`config.mk`:
```
export PLATFORM = sky130hd
export DESIGN_NAME = irq_cascade_ctrl
export DESIGN_NICKNAME = d
export VERILOG_FILES = /design/src/rtl/irq_cascade_pkg.sv /design/src/rtl/irq_unit.sv /design/src/rtl/irq_vec_form.sv /design/src/rtl/irq_cascade_ctrl.sv
export SDC_FILE = /design/constraint.sdc
export NUM_CORES = 1
export LEC_CHECK = 0
export ABC_CLOCK_PERIOD_IN_PS = 9100
export BUFFER_PORTS_ARGS = -buffer_cell sky130_fd_sc_hd__buf_2
export CORE_ASPECT_RATIO = 0.9
export CORE_MARGIN = 2
export CORE_UTILIZATION = 62
export DETAILED_ROUTE_END_ITERATION = 8
export PLACE_DENSITY = 0.85
export SLEW_MARGIN = 40
export SYNTH_ARGS = -nofsm -noshare
export SYNTH_HDL_FRONTEND = slang
export SYNTH_HIERARCHICAL = 1
export SYNTH_SLANG_ARGS = --single-unit
```
`constraint.sdc`:
```
create_clock -name clk_i -period 9.1 [get_ports clk_i]
set_input_delay 0.91 -clock clk_i [delete_from_list [all_inputs] [get_ports clk_i]]
set_output_delay 0.91 -clock clk_i [all_outputs]
set_load 0.03 [all_outputs]
```
`src/rtl/irq_cascade_pkg.sv`:
```
package irq_cascade_pkg;
  localparam int unsigned UNIT_INPUTS = 8;
  localparam int unsigned LVL_W = $clog2(UNIT_INPUTS);
  localparam int unsigned BASE_W = 8 - LVL_W;
  localparam int unsigned CASC_SLOT = 2;

  typedef enum logic {
    ACK_IDLE = 1'b0,
    ACK_WAIT = 1'b1
  } ack_state_e;
endpackage

```
`src/rtl/irq_unit.sv`:
```
module irq_unit #(
  parameter int unsigned N = 8,
  parameter int unsigned LW = $clog2(N),
  parameter logic [N-1:0] LEVEL_MASK = '0
) (
  input  logic          clk_i,
  input  logic          rst_ni,
  input  logic [N-1:0]  irq_i,
  input  logic          mask_we_i,
  input  logic [N-1:0]  mask_i,
  input  logic          ack_i,
  input  logic          eoi_i,
  input  logic [LW-1:0] eoi_lvl_i,
  output logic          req_o,
  output logic [LW-1:0] win_o,
  output logic [N-1:0]  isr_o
);
  logic [N-1:0] irq_q, irr_q, imr_q, isr_q;
  logic [N-1:0] rise, irr_eff, pend, ack_set, eoi_clr;
  logic [LW-1:0] pend_top, isr_top;
  logic pend_any, isr_any;

  // level-sensitive inputs bypass the edge latch
  assign rise    = irq_i & ~irq_q & ~LEVEL_MASK;
  assign irr_eff = (irr_q & ~LEVEL_MASK) | (irq_i & LEVEL_MASK);
  assign pend    = irr_eff & ~imr_q;

  always_comb begin
    pend_any = 1'b0;
    pend_top = '0;
    isr_any  = 1'b0;
    isr_top  = '0;
    for (int i = N - 1; i >= 0; i--) begin
      if (pend[i]) begin
        pend_any = 1'b1;
        pend_top = LW'(i);
      end
      if (isr_q[i]) begin
        isr_any = 1'b1;
        isr_top = LW'(i);
      end
    end
  end

  assign req_o = pend_any && (!isr_any || (pend_top < isr_top));
  assign win_o = pend_top;
  assign isr_o = isr_q;

  always_comb begin
    ack_set = '0;
    eoi_clr = '0;
    if (ack_i && req_o) ack_set[pend_top] = 1'b1;
    if (eoi_i) eoi_clr[eoi_lvl_i] = 1'b1;
  end

  always_ff @(posedge clk_i or negedge rst_ni) begin
    if (!rst_ni) begin
      irq_q <= '0;
      irr_q <= '0;
      imr_q <= '0;
      isr_q <= '0;
    end else begin
      irq_q <= irq_i;
      irr_q <= (irr_q & ~ack_set) | rise;
      if (mask_we_i) imr_q <= mask_i;
      isr_q <= (isr_q & ~eoi_clr) | ack_set;
    end
  end


  ack_sets_isr_chk: assert property (@(posedge clk_i) disable iff (!rst_ni)
    (ack_i && req_o) |=> isr_q[$past(win_o)]);


  ack_not_masked_chk: assert property (@(posedge clk_i) disable iff (!rst_ni)
    (ack_i && req_o) |-> !imr_q[win_o]);


  win_not_in_service_chk: assert property (@(posedge clk_i) disable iff (!rst_ni)
    req_o |-> !isr_q[win_o]);


  eoi_clears_chk: assert property (@(posedge clk_i) disable iff (!rst_ni)
    (eoi_i && !(ack_i && req_o && (win_o == eoi_lvl_i))) |=> !isr_q[$past(eoi_lvl_i)]);
endmodule

```
`src/rtl/irq_vec_form.sv`:
```
module irq_vec_form
  import irq_cascade_pkg::*;
#(
  parameter logic [BASE_W-1:0] M_BASE = 5'h01,
  parameter logic [BASE_W-1:0] S_BASE = 5'h0E
) (
  input  logic             from_slave_i,
  input  logic [LVL_W-1:0] m_lvl_i,
  input  logic [LVL_W-1:0] s_lvl_i,
  output logic [7:0]       vec_o
);
  localparam logic [LVL_W-1:0] ALIAS_SRC = LVL_W'(1);
  localparam logic [LVL_W-1:0] ALIAS_DST = LVL_W'(CASC_SLOT);

  always_comb begin
    if (!from_slave_i)               vec_o = {M_BASE, m_lvl_i};
    else if (s_lvl_i == ALIAS_SRC)   vec_o = {M_BASE, ALIAS_DST};  // redirected slave input
    else                             vec_o = {S_BASE, s_lvl_i};
  end
endmodule

```
`src/rtl/irq_cascade_ctrl.sv`:
```
module irq_cascade_ctrl
  import irq_cascade_pkg::*;
#(
  parameter logic [BASE_W-1:0] M_BASE = 5'h01,
  parameter logic [BASE_W-1:0] S_BASE = 5'h0E
) (
  input  logic              clk_i,
  input  logic              rst_ni,
  input  logic [15:0]       irq_i,
  input  logic              mask_we_i,
  input  logic              mask_sel_i,
  input  logic [7:0]        mask_i,
  input  logic              inta_i,
  input  logic              eoi_i,
  input  logic              eoi_slave_i,
  input  logic [LVL_W-1:0]  eoi_lvl_i,
  output logic              int_o,
  output logic [7:0]        vec_o,
  output logic              vec_oe_o,
  output logic [LVL_W-1:0]  cas_o
);
  localparam int unsigned N = UNIT_INPUTS;
  localparam logic [N-1:0] CASC_BIT = N'(1) << CASC_SLOT;
  localparam logic [LVL_W-1:0] SPUR_LVL = LVL_W'(N - 1);

  ack_state_e st_q;
  logic m_req, s_req, m_ack, s_ack, first_ack;
  logic [LVL_W-1:0] m_win, s_win, lat_m_q, lat_s_q;
  logic lat_slave_q;
  logic [N-1:0] m_isr, s_isr, m_irq;
  logic [7:0] vec_f;

  assign m_irq = (irq_i[N-1:0] & ~CASC_BIT) | (s_req ? CASC_BIT : '0);

  assign first_ack = inta_i && (st_q == ACK_IDLE);
  assign m_ack = first_ack;
  assign s_ack = first_ack && m_req && (m_win == LVL_W'(CASC_SLOT));

  irq_unit #(.N(N), .LW(LVL_W), .LEVEL_MASK(CASC_BIT)) u_master (
    .clk_i     (clk_i),
    .rst_ni    (rst_ni),
    .irq_i     (m_irq),
    .mask_we_i (mask_we_i && !mask_sel_i),
    .mask_i    (mask_i),
    .ack_i     (m_ack),
    .eoi_i     (eoi_i && !eoi_slave_i),
    .eoi_lvl_i (eoi_lvl_i),
    .req_o     (m_req),
    .win_o     (m_win),
    .isr_o     (m_isr)
  );

  irq_unit #(.N(N), .LW(LVL_W), .LEVEL_MASK('0)) u_slave (
    .clk_i     (clk_i),
    .rst_ni    (rst_ni),
    .irq_i     (irq_i[2*N-1:N]),
    .mask_we_i (mask_we_i && mask_sel_i),
    .mask_i    (mask_i),
    .ack_i     (s_ack),
    .eoi_i     (eoi_i && eoi_slave_i),
    .eoi_lvl_i (eoi_lvl_i),
    .req_o     (s_req),
    .win_o     (s_win),
    .isr_o     (s_isr)
  );

  always_ff @(posedge clk_i or negedge rst_ni) begin
    if (!rst_ni) begin
      st_q        <= ACK_IDLE;
      lat_m_q     <= '0;
      lat_s_q     <= '0;
      lat_slave_q <= 1'b0;
    end else if (inta_i) begin
      if (st_q == ACK_IDLE) begin
        st_q        <= ACK_WAIT;
        lat_m_q     <= m_req ? m_win : SPUR_LVL;
        lat_s_q     <= s_win;
        lat_slave_q <= s_ack;
      end else begin
        st_q <= ACK_IDLE;
      end
    end
  end

  irq_vec_form #(.M_BASE(M_BASE), .S_BASE(S_BASE)) u_vec (
    .from_slave_i (lat_slave_q),
    .m_lvl_i      (lat_m_q),
    .s_lvl_i      (lat_s_q),
    .vec_o        (vec_f)
  );

  assign int_o    = m_req;
  assign vec_oe_o = inta_i && (st_q == ACK_WAIT);
  assign vec_o    = vec_oe_o ? vec_f : 8'h00;
  assign cas_o    = (st_q == ACK_WAIT) ? lat_m_q : '0;


  slave_needs_slot_chk: assert property (@(posedge clk_i) disable iff (!rst_ni)
    ((s_isr & ~$past(s_isr)) != '0) |-> m_isr[CASC_SLOT]);


  spur_no_isr_chk: assert property (@(posedge clk_i) disable iff (!rst_ni)
    (first_ack && !m_req) |=> (m_isr == $past(m_isr)) && (s_isr == $past(s_isr)));
endmodule

```
After elaboration in Yosys (flattened, before gate mapping)
Cells that the tools add are included.

storage, ports and cells
  output and inout bits = 13
  register bits after elaboration = 72

operators by class
  magnitude comparators = 8
  reductions and logical operators = 21
  equal/unequal tests = 2
  bitwise gates (word level) = 23
  multiplexer cells = 81

operators with widths
  cell                                                 number
  2-to-1 mux 3 bit                                     35
  bitwise AND 8 bit                                    8
  inverter 8 bit                                       8
  2-to-1 mux 8 bit                                     6
  2-to-1 mux 1 bit                                     36
  OR 8 bit                                             4
  OR 8 x 3 -> 8 bit                                    2
  logical AND 1 bit                                    14
  < comparator 3 x 4 -> 1 bit, second input constant   3
  demux 1 bit (select 3 bit)                           3
  >= comparator 3 x 1 -> 1 bit, second input constant  3
  2-to-1 mux 7 bit                                     1
  < comparator 3 bit                                   2
  zero test 1 bit                                      4
  == test 3 x 1 -> 1 bit, second input constant        1
  == test 3 x 2 -> 1 bit, second input constant        1
  logical OR 1 bit                                     2
  AND reduction 2 bit                                  1
  inverter 1 bit                                       1

Depth between registers and ports, before layout
Gate-level depths: netlist (run 1).

  word-level depth = 35
  mapped depth = 24
  depth with buffers taken out = 24

Modules after synthesis
Netlist (run 1), hierarchy kept.

modules (own cells, without submodules)
  module                sequential area each (µm²)  times used  cells each  area an instance (µm²)
  irq_unit at u_slave   800.8                       1           147         1,555.2
  irq_unit at u_master  750.7                       1           139         1,505.2
  irq_cascade_ctrl      200.2                       1           41          479.2
  irq_vec_form          0.0                         1           14          90.1

Worst setup path before layout (run 1)
Ideal clock, no wire load.

  path type = flip-flop to flip-flop
  start point = register u_slave.isr_q[3], in the netlist u_slave/isr_o[3]
  end point = register u_slave.irr_q[1], in the netlist u_slave/irr_eff[1]
  cell stages (with the launch flop) = 22
  path buffers = 0
  period minus slack after synthesis = 4.738 ns
  setup slack = 4.362 ns
  data required time = 8.968 ns
  arrival = 4.607 ns
  cell sequence = dfrtp_1 or4_4 nand2b_1 ha_1 a211oi_1 o21ai_0 o21a_1 a31oi_1 nor2b_2 nor2_1 nand2_1 a21oi_1 ha_1 a211oi_1 o21ai_0 nor2_1 o22a_1 nor4bb_1 and2_2 inv_1 o41ai_2 o21ai_1

on the way
  cells in the longest elaborated chain, start to end = 24

RTL lines
  item                                                               RTL line                RTL
  start: declaration                                                 irq_unit.sv:18          logic [N-1:0] irq_q, irr_q, imr_q, isr_q;
  start signal: assignment                                           irq_unit.sv:66          isr_q <= (isr_q & ~eoi_clr) | ack_set;
  2-to-1 mux 3 bit or 2-to-1 mux 1 bit (tied branches) (4 in a row)  irq_unit.sv:38          if (isr_q[i]) begin
  < comparator 3 bit or zero test 1 bit (tied branches)              irq_unit.sv:45          assign req_o = pend_any && (!isr_any || (pend_top < isr_top));
  logical OR 1 bit (*)                                               irq_unit.sv:45
  logical AND 1 bit (*)                                              irq_unit.sv:45
  named net s_req                                                    irq_cascade_ctrl.sv:27  logic m_req, s_req, m_ack, s_ack, first_ack;
  2-to-1 mux 3 bit (*)                                               irq_cascade_ctrl.sv:33  assign m_irq = (irq_i[N-1:0] & ~CASC_BIT) | (s_req ? CASC_BIT : '0);
  OR 8 x 3 -> 8 bit (*)                                              irq_cascade_ctrl.sv:33
  OR 8 x 3 -> 8 bit (*)                                              irq_unit.sv:25          assign irr_eff = (irr_q & ~LEVEL_MASK) | (irq_i & LEVEL_MASK);
  (+4 left out)                                                      n/a
  named net m_win[2]                                                 irq_cascade_ctrl.sv:28  logic [LVL_W-1:0] m_win, s_win, lat_m_q, lat_s_q;
  (+3 left out)                                                      n/a
  named net int_o                                                    irq_cascade_ctrl.sv:17  output logic int_o,
  logical AND 1 bit (*) (2 in a row)                                 irq_cascade_ctrl.sv:37  assign s_ack = first_ack && m_req && (m_win == LVL_W'(CASC_SLOT));
  named net s_ack                                                    irq_cascade_ctrl.sv:27
  logical AND 1 bit (*)                                              irq_unit.sv:52          if (ack_i && req_o) ack_set[pend_top] = 1'b1;
  2-to-1 mux 8 bit (*)                                               irq_unit.sv:52
  inverter 8 bit (*)                                                 irq_unit.sv:64          irr_q <= (irr_q & ~ack_set) | rise;
  bitwise AND 8 bit (*)                                              irq_unit.sv:64
  OR 8 bit (*)                                                       irq_unit.sv:64
  end signal: assignment                                             irq_unit.sv:64
  end: declaration                                                   irq_unit.sv:18

Mark *: on every way through the listed nets, which the timed path passes. The rest lies on a longest branch.
A chain may end at the register's enable or synchronous reset.

Worst setup path in the final report (run 1)
  start point = register u_slave.irr_q[0], in the netlist u_slave/irr_eff[0]
  end point = output port int_o

on the way
  cells in the longest elaborated chain, start to end = 15

RTL lines
  item                           RTL line                RTL
  bitwise AND 8 bit              irq_unit.sv:26          assign pend = irr_eff & ~imr_q;
  2-to-1 mux 3 bit               irq_unit.sv:34          if (pend[i]) begin
  named net s_win[2]             irq_cascade_ctrl.sv:28
  < comparator 3 bit             irq_unit.sv:45
  logical OR 1 bit               irq_unit.sv:45
  logical AND 1 bit              irq_unit.sv:45
  named net s_req                irq_cascade_ctrl.sv:27
  2-to-1 mux 3 bit               irq_cascade_ctrl.sv:33
  OR 8 x 3 -> 8 bit              irq_cascade_ctrl.sv:33
  OR 8 x 3 -> 8 bit              irq_unit.sv:25
  bitwise AND 8 bit              irq_unit.sv:26
  2-to-1 mux 3 bit (3 in a row)  irq_unit.sv:34
  named net m_win[2]             irq_cascade_ctrl.sv:28
  < comparator 3 bit             irq_unit.sv:45
  logical OR 1 bit               irq_unit.sv:45
  logical AND 1 bit              irq_unit.sv:45
  end: declaration               irq_cascade_ctrl.sv:17

The timed path passes the listed nets, and every way through them passes these cells.

==> results.py, run 1 <==
metrics = {
    "floorplanning": {
        "start_util": 0.641,
        "coreArea_um2": 5660,
        "io_pins": 47,
        "fp-row-count": 26,
        "die_h_um": 76.6,
        "die_x_um": 84.7,
        "die_area_um2": 6480,
    },
    "sta": {
        "clock_skew_ns": 0.00728,
        "setup_viol_count_final": 0,
        "slew_headroom": 0.473,
        "fin_tns_setup_ns": 0,
        "rsz0062_at_grt": "no",
        "maxSlewViolCount": 0,
        "period_minus_slack_ns": 5.86,
        "hold_ws_ns": 0.416,
        "period_share": 0.644,
        "worstMarginPinSlew_ns": 0.787,
        "max_freq_mhz": 171,
        "hold_viol_final": 0,
    },
    "route": {
        "routed_via_density": 6.18,
        "wire_per_inst_um": 16.6,
        "ant_nets": 0,
        "totalWireLength_mm": 7.66,
        "vias": 2851,
        "drc": 0,
        "first_pass_iters": 7,
        "drt_iter0_drc": 179,
    },
    "clocking": {
        "cts_buffers": 9,
        "cts-hold-fix-buffers": 0,
        "clock_latency_ns": 0.35,
        "cts_tree": "built",
        "clock-sinks": 70,
        "cts_root_buffer": "clkbuf_8",
        "clock_path_buffers": 2,
        "cts_setup_buffers": 0,
        "htreeDepth": 3,
        "cts.reportedPaths.clkPinSlew_ns": 0.07,
        "post_cts_resized": 0,
    },
    "grt": {
        "grt_util_all_layers": 0.258,
        "antenna_found_initial": 0,
        "grt_overflow_total": 0,
        "grt_max_degree": 71,
        "grt_pass1_wl_mm": 13.1,
        "grt_pass1_vias": 2802,
    },
    "synth": {
        "synth_top_area_frac": 0.483,
        "synthArstFlopShare": 1.00,
        "synth_seq_area_share": 0.483,
        "yosysUniqueCellTypes": 65,
        "synth_cells": 341,
        "synth_top_cell_by_area": "dfrtp_1",
        "mappedNetlistArea_um2": 3630,
        "synth_nets": 379,
        "synth_seq_cells": 70,
        "synth_edf_count": 0,
        "syn_area_per_cell_um2": 10.6,
        "synthTopCellsByArea": "dfrtp_1 48%, mux2_2 4.3%, mux2_4 3.3%",
        "yosysWarnings": 6,
        "synthFlopType": "dfrtp_1",
    },
    "critical_path": {
        "crit_type": "reg2out",
        "crit_arrival_ns": 4.95,
        "crit_required_ns": 8.19,
        "cp_max_fo": 6,
        "critPathCaptureType": "output pin",
        "start_kind": "flip-flop",
    },
    "place": {
        "port_buffers": 44,
        "dp_hpwl_mm": 5.66,
        "gp_congestion": 0.925,
        "dpl-instance-area_um2": 3880,
    },
    "layout": {
        "drive_gt1_frac": 0.279,
        "area_growth_pct": 12.4,
        "final_core_util": 0.721,
        "n_antenna_cell": 0,
        "fillCellCount": 429,
        "layout.nets": 425,
        "fin_area_um2": 4080,
    },
    "outcome": {
        "outcome": "finished clean",
    },
    "run": {
        "drv_cap": 0,
    },
    "pwr": {
        "peakVddDrop_mv": 0.188,
        "power_density_nw_per_um2": 281,
        "power.leakage_nw": 1.93,
        "power.total_mw": 1.15,
    },
    "hold_path": {
        "hold_path_class": "reg2reg",
    },
}
==> critical path: stages, from the launching register on <==
cell and delay (ns):
dfrtp_1 0.39, nor2b_1 0.18, nor2_1 0.28, nand2_1 0.17, a21oi_1 0.32, ha_1 0.31, a211oi_1 0.23, o21ai_0 0.31
o21a_1 0.26, a31oi_1 0.16, nor2b_2 0.21, nor2_1 0.11, nand2_1 0.18, a21oi_1 0.12, ha_1 0.37, a211oi_1 0.21
o21ai_0 0.17, nor2_1 0.12, o22a_1 0.24, buf_2 0.24
==> cell usage in the layout, fill, tap and decap left out, types with 4 or more instances in the layout <==
cell	Yosys	layout
a22o_1	4	4
o31ai_1	5	5
mux2_4	8	8
dfrtp_1	70	70
inv_1	31	31
clkbuf_8	0	10
o21a_1	4	4
o31a_1	6	6
and3_1	9	9
a31oi_1	4	4
and2_1	6	6
nand4_1	7	7
nor3_1	4	4
nor2b_1	16	16
nor2_1	17	17
a21oi_1	15	15
buf_2	0	44
ha_1	4	4
mux2_2	14	14
nand2b_1	15	15
nand2_1	13	13
o21ai_0	16	16
==> cells by family after synthesis <==
logic type,after synthesis,synth area share
AO/OA/AOI/OAI,90,0.194
adder cells (fa/ha/maj),4,0.0138
buffers and inverters,42,0.0510
XOR/XNOR,1,0.00241
flip-flops,70,0.483
other,1,0.00103
AND/OR/NAND/NOR,111,0.179
multiplexers,22,0.0765
==> through the flow <==
step                      instances  setup WS, ns
after floorplan                 341          4.36
after global placement          446          3.73
after detailed placement        446          3.60
after CTS                       461          3.34
after global routing            461          2.94
final                           461          3.24
==> registers in the layout, indices dropped and copies added (netlist names) <==
signal / count
u_slave/irq_q: 8
u_slave/irr_eff: 8
st_q: 1
u_master/irq_q: 7
lat_s_q: 3
u_slave/isr_o: 8
lat_m_q: 3
u_master/isr_o: 8
u_master/imr_q: 8
lat_slave_q: 1
u_master/irr_q: 7
u_slave/imr_q: 8
==> final cells by class <==
cell class	instances	area [um^2]	share of cell area
inverter	32	120	0.0294
tap	70	87.6	0.0215
clock inverter	5	60.1	0.0147
clock buffer	10	138	0.0337
multi-input combinational	229	1690	0.415
sequential	70	1750	0.429
timing repair buffer	45	231	0.0567
==> synthesized netlist by cell type, types with 3 or more instances <==
master / count
buf_4: 3
dfrtp_1: 70
ha_1: 4
o22ai_1: 3
nor2b_1: 16
clkbuf_1: 4
a21o_1: 3
nor3_1: 4
nand2b_1: 15
mux2_4: 8
a21oi_1: 15
and2_1: 6
a31oi_1: 4
and3_1: 9
o21ai_0: 16
nand4_1: 7
a22o_1: 4
inv_1: 31
nor2_1: 17
o31a_1: 6
o21a_1: 4
a211oi_1: 3
o31ai_1: 5
a41o_1: 3
mux2_2: 14
nand2_1: 13
==> routing by layer <==
layer	global-route usage	wire, um	part of all wire
met1	0.345	3350	0.44
met2	0.406	3670	0.48
met3	0.0802	586	0.077
met4	0.0762	51	0.0067
met5	0	0	0
==> power by group <==
| group | switching, mW | total [mW] | internal [mW] |
|---|---|---|---|
| clock | 0.115 | 0.248 | 0.133 |
| sequential | 0.0568 | 0.423 | 0.366 |
| combinational | 0.273 | 0.475 | 0.203 |
==> path summary, 6_finish.rpt <==
kind                                                    from                      endpoint  slack, ns  cells after the start
worst min-delay path             u_master/irq_q[3]$_DFF_PN0_   u_master/irr_q[3]$_DFF_PN0_       0.42                      1
worst max register to register  u_slave/irr_eff[0]$_DFF_PN0_  u_slave/irr_eff[6]$_DFF_PN0_       3.43                     23
min in group asynchronous                             rst_ni  u_slave/imr_q[1]$_DFFE_PN0P_       0.65                      2
worst max-delay path            u_slave/irr_eff[0]$_DFF_PN0_                         int_o       3.24                     19
worst min register to register   u_master/irq_q[3]$_DFF_PN0_   u_master/irr_q[3]$_DFF_PN0_       0.42                      1
max in group asynchronous                             rst_ni              st_q$_DFFE_PN0P_       8.03                      2
Note: power is estimated with default switching activity, not from simulation.
==> run 2, diff against run 1 <==
--- a/config.mk
+++ b/config.mk
@@ -5,13 +5,14 @@
 export SDC_FILE = /design/constraint.sdc
 export NUM_CORES = 1
 export LEC_CHECK = 0
-export ABC_CLOCK_PERIOD_IN_PS = 9100
+export ABC_AREA = 1
+export ABC_CLOCK_PERIOD_IN_PS = 5050
 export BUFFER_PORTS_ARGS = -buffer_cell sky130_fd_sc_hd__buf_2
 export CORE_ASPECT_RATIO = 0.9
 export CORE_MARGIN = 2
-export CORE_UTILIZATION = 62
+export CORE_UTILIZATION = 52
 export DETAILED_ROUTE_END_ITERATION = 8
-export PLACE_DENSITY = 0.85
+export PLACE_DENSITY = 0.76
 export SLEW_MARGIN = 40
 export SYNTH_ARGS = -nofsm -noshare
 export SYNTH_HDL_FRONTEND = slang
==> constraint.sdc (replaced) <==
create_clock -name clk_i -period 5.05 [get_ports clk_i]
set_input_delay 0.505 -clock clk_i [delete_from_list [all_inputs] [get_ports clk_i]]
set_output_delay 0.505 -clock clk_i [all_outputs]
set_load 0.03 [all_outputs]
==> run 2 against run 1 <==
  * Global-route usage decreased by 5.3 points
  * Design area up 1.8%
  * Via count rose by 4.7%
  * Sequential cell count did not move
  * Clock power up 67%
  * Synthesized cell count rose by 38%
  * Worst hold slack worse by 0.16 ns
  * Critical path depth rose by 7
  * Largest cell class unchanged
  * First-iteration DRC count is 18% lower
  * Wire length is 6.7% lower
  * Largest power group is now registers
  * Utilization down 12 points
  * Highest routed layer unchanged
  * Total power increased by 58%
==> results.py, run 2 <==
metrics = {
    "floorplanning": {
        "die_area_um2": 7780,
        "io_pins": 47,
        "die_h_um": 83.9,
        "die_x_um": 92.8,
        "start_util": 0.529,
        "fp-row-count": 29,
        "coreArea_um2": 6970,
    },
    "grt": {
        "grt_overflow_total": 0,
        "grt_max_degree": 71,
        "grt_util_all_layers": 0.205,
        "grt_pass1_wl_mm": 12.6,
        "grt_pass1_vias": 2948,
        "antenna_found_initial": 0,
    },
    "place": {
        "port_buffers": 44,
        "pre_cts_slack_ns": 0.855,
        "dpl-instance-area_um2": 3970,
        "dp_hpwl_mm": 5.59,
        "gp_congestion": 0.885,
    },
    "clocking": {
        "cts_root_buffer": "clkbuf_8",
        "cts-hold-fix-buffers": 0,
        "post_cts_resized": 0,
        "clock-sinks": 70,
        "htreeDepth": 3,
        "cts_buffers": 9,
        "clock_latency_ns": 0.35,
        "cts_tree": "built",
        "clock_path_buffers": 2,
        "cts.reportedPaths.clkPinSlew_ns": 0.07,
        "cts_setup_buffers": 0,
    },
    "pwr": {
        "power_density_nw_per_um2": 436,
        "power.leakage_nw": 2.27,
        "peakVddDrop_mv": 0.250,
    },
    "route": {
        "first_pass_iters": 5,
        "routed_via_density": 4.85,
        "drt_iter0_drc": 146,
        "wire_per_inst_um": 11.6,
        "totalWireLength_mm": 7.14,
        "vias": 2985,
        "drc": 0,
        "ant_nets": 0,
    },
    "synth": {
        "yosysUniqueCellTypes": 34,
        "synth_seq_area_share": 0.475,
        "synth_seq_cells": 70,
        "synth_top_area_frac": 0.475,
        "synth_cells": 470,
        "synth_edf_count": 0,
        "mappedNetlistArea_um2": 3690,
        "synth-compound-area-share": 0.0767,
        "synthAdderAreaFrac": 0.0136,
        "syn_area_per_cell_um2": 7.85,
        "synthArstFlopShare": 1.00,
        "synth_nets": 508,
        "synthSimpleGateAreaFrac": 0.327,
        "synth_top_family_by_area": "simple AND/OR/NAND/NOR gates",
        "synth_most_common_cell": "nand2_1",
        "muxShareOfSynthArea": 0.00611,
        "yosysWarnings": 6,
        "synth_top_cell_by_area": "dfrtp_1",
        "synthTopCellsByArea": "dfrtp_1 48%, nand2_1 16%, inv_1 7.5%",
        "synth_common_cells": "155 x nand2_1, 74 x inv_1, 70 x dfrtp_1",
        "synth_xor_xnor_area_share": 0,
        "synthFlopType": "dfrtp_1",
    },
    "critical_path": {
        "crit_required_ns": 5.29,
        "crit_arrival_ns": 4.46,
        "crit_type": "reg2reg",
        "cp_max_fo": 8,
        "start_kind": "flip-flop",
        "critPathCaptureType": "flip-flop",
    },
    "hold_path": {
        "hold_path_class": "in2async",
    },
    "layout": {
        "final_cell_mix": "155 x nand2_1, 74 x inv_1, 70 x dfrtp_1",
        "fillCellCount": 669,
        "final_common_cell": "nand2_1",
        "fin_area_um2": 4160,
        "n_antenna_cell": 0,
        "layout.nets": 555,
        "drive_gt1_frac": 0.216,
        "area_growth_pct": 12.7,
        "final_core_util": 0.596,
    },
    "run": {
        "drv_cap": 0,
    },
    "sta": {
        "clock_skew_ns": 0.0103,
        "max_freq_mhz": 237,
        "post-route-worst-setup-slack_ns": 0.823,
        "hold_viol_final": 0,
        "worstMarginPinSlew_ns": 0.617,
        "period_share": 0.837,
        "fin_tns_setup_ns": 0,
        "maxSlewViolCount": 0,
        "rsz0062_at_grt": "no",
        "hold_ws_ns": 0.256,
        "period_minus_slack_ns": 4.23,
        "setup_viol_count_final": 0,
        "slew_headroom": 0.589,
    },
    "outcome": {
        "outcome": "finished clean",
    },
}
[run 2: final timing paths]
path | from | to | slack (ns) | cells after the start
worst max-delay path | u_slave/imr_q[4]$_DFFE_PN0P_ | u_slave/irr_eff[3]$_DFF_PN0_ | 0.82 | 26
worst min-delay path | rst_ni | u_slave/irq_q[5]$_DFF_PN0_ | 0.26 | 2
worst max register to register | u_slave/imr_q[4]$_DFFE_PN0P_ | u_slave/irr_eff[3]$_DFF_PN0_ | 0.82 | 26
worst min register to register | u_slave/irr_eff[3]$_DFF_PN0_ | u_slave/irr_eff[3]$_DFF_PN0_ | 0.47 | 2
max in group asynchronous | rst_ni | u_master/isr_o[7]$_DFF_PN0_ | 4.37 | 2
min in group clk_i | irq_i[8] | u_slave/irq_q[0]$_DFF_PN0_ | 0.28 | 1
[run 2: cell families after synthesis]
family	Yosys count
mux	2
other cells	1
buf+inv	90
flops	70
fa+ha+maj	4
compound gates	51
simple gates	252
[run 2: routing by layer]
layer	track usage	part of all wire
met2	0.343	0.47
met1	0.260	0.47
met3	0.0443	0.039
met5	0	0
met4	0.0775	0.019
[run 2: stage by stage]
stage	power, mW	instances
2_1_floorplan	1.26	470
3_3_place_gp	1.38	599
3_5_place_dp	1.41	599
4_1_cts	1.82	615
5_1_grt	1.94	615
6_report	1.81	615
[run 2: cell type report]
cell class                      count  area [um^2]  area share
Inverter                           81          304      0.0732
Timing Repair Buffer               45          231      0.0557
Multi-Input combinational cell    310         1570       0.377
Tap cell                           93          116      0.0280
Clock buffer                       11          151      0.0364
Sequential cell                    70         1750       0.422
Clock inverter                      5         33.8     0.00813
[run 2: worst max-delay path: stages (launching register included)]
cell and delay, ns:
dfrtp_1 0.37, inv_1 0.09, nand2_1 0.08, nand2_1 0.11
nor2_1 0.09, nor3_2 0.27, ha_1 0.31, a21oi_1 0.23
nand2_4 0.10, a21boi_1 0.13, nand2_1 0.09, nand2_1 0.11
nor2_1 0.08, nor2_2 0.20, ha_1 0.27, nand2_1 0.07
inv_1 0.05, nand2_2 0.06, nand2_2 0.06, a21boi_0 0.30
inv_1 0.12, nor2_1 0.17, nand3_1 0.13, inv_1 0.31
nand4_2 0.20, nand2_1 0.09, nand2_1 0.05
[run 2: report_power, final]
part	internal [mW]	switching [mW]
combinational	0.220	0.465
clock	0.204	0.211
sequential	0.647	0.0638
total	1.07	0.740
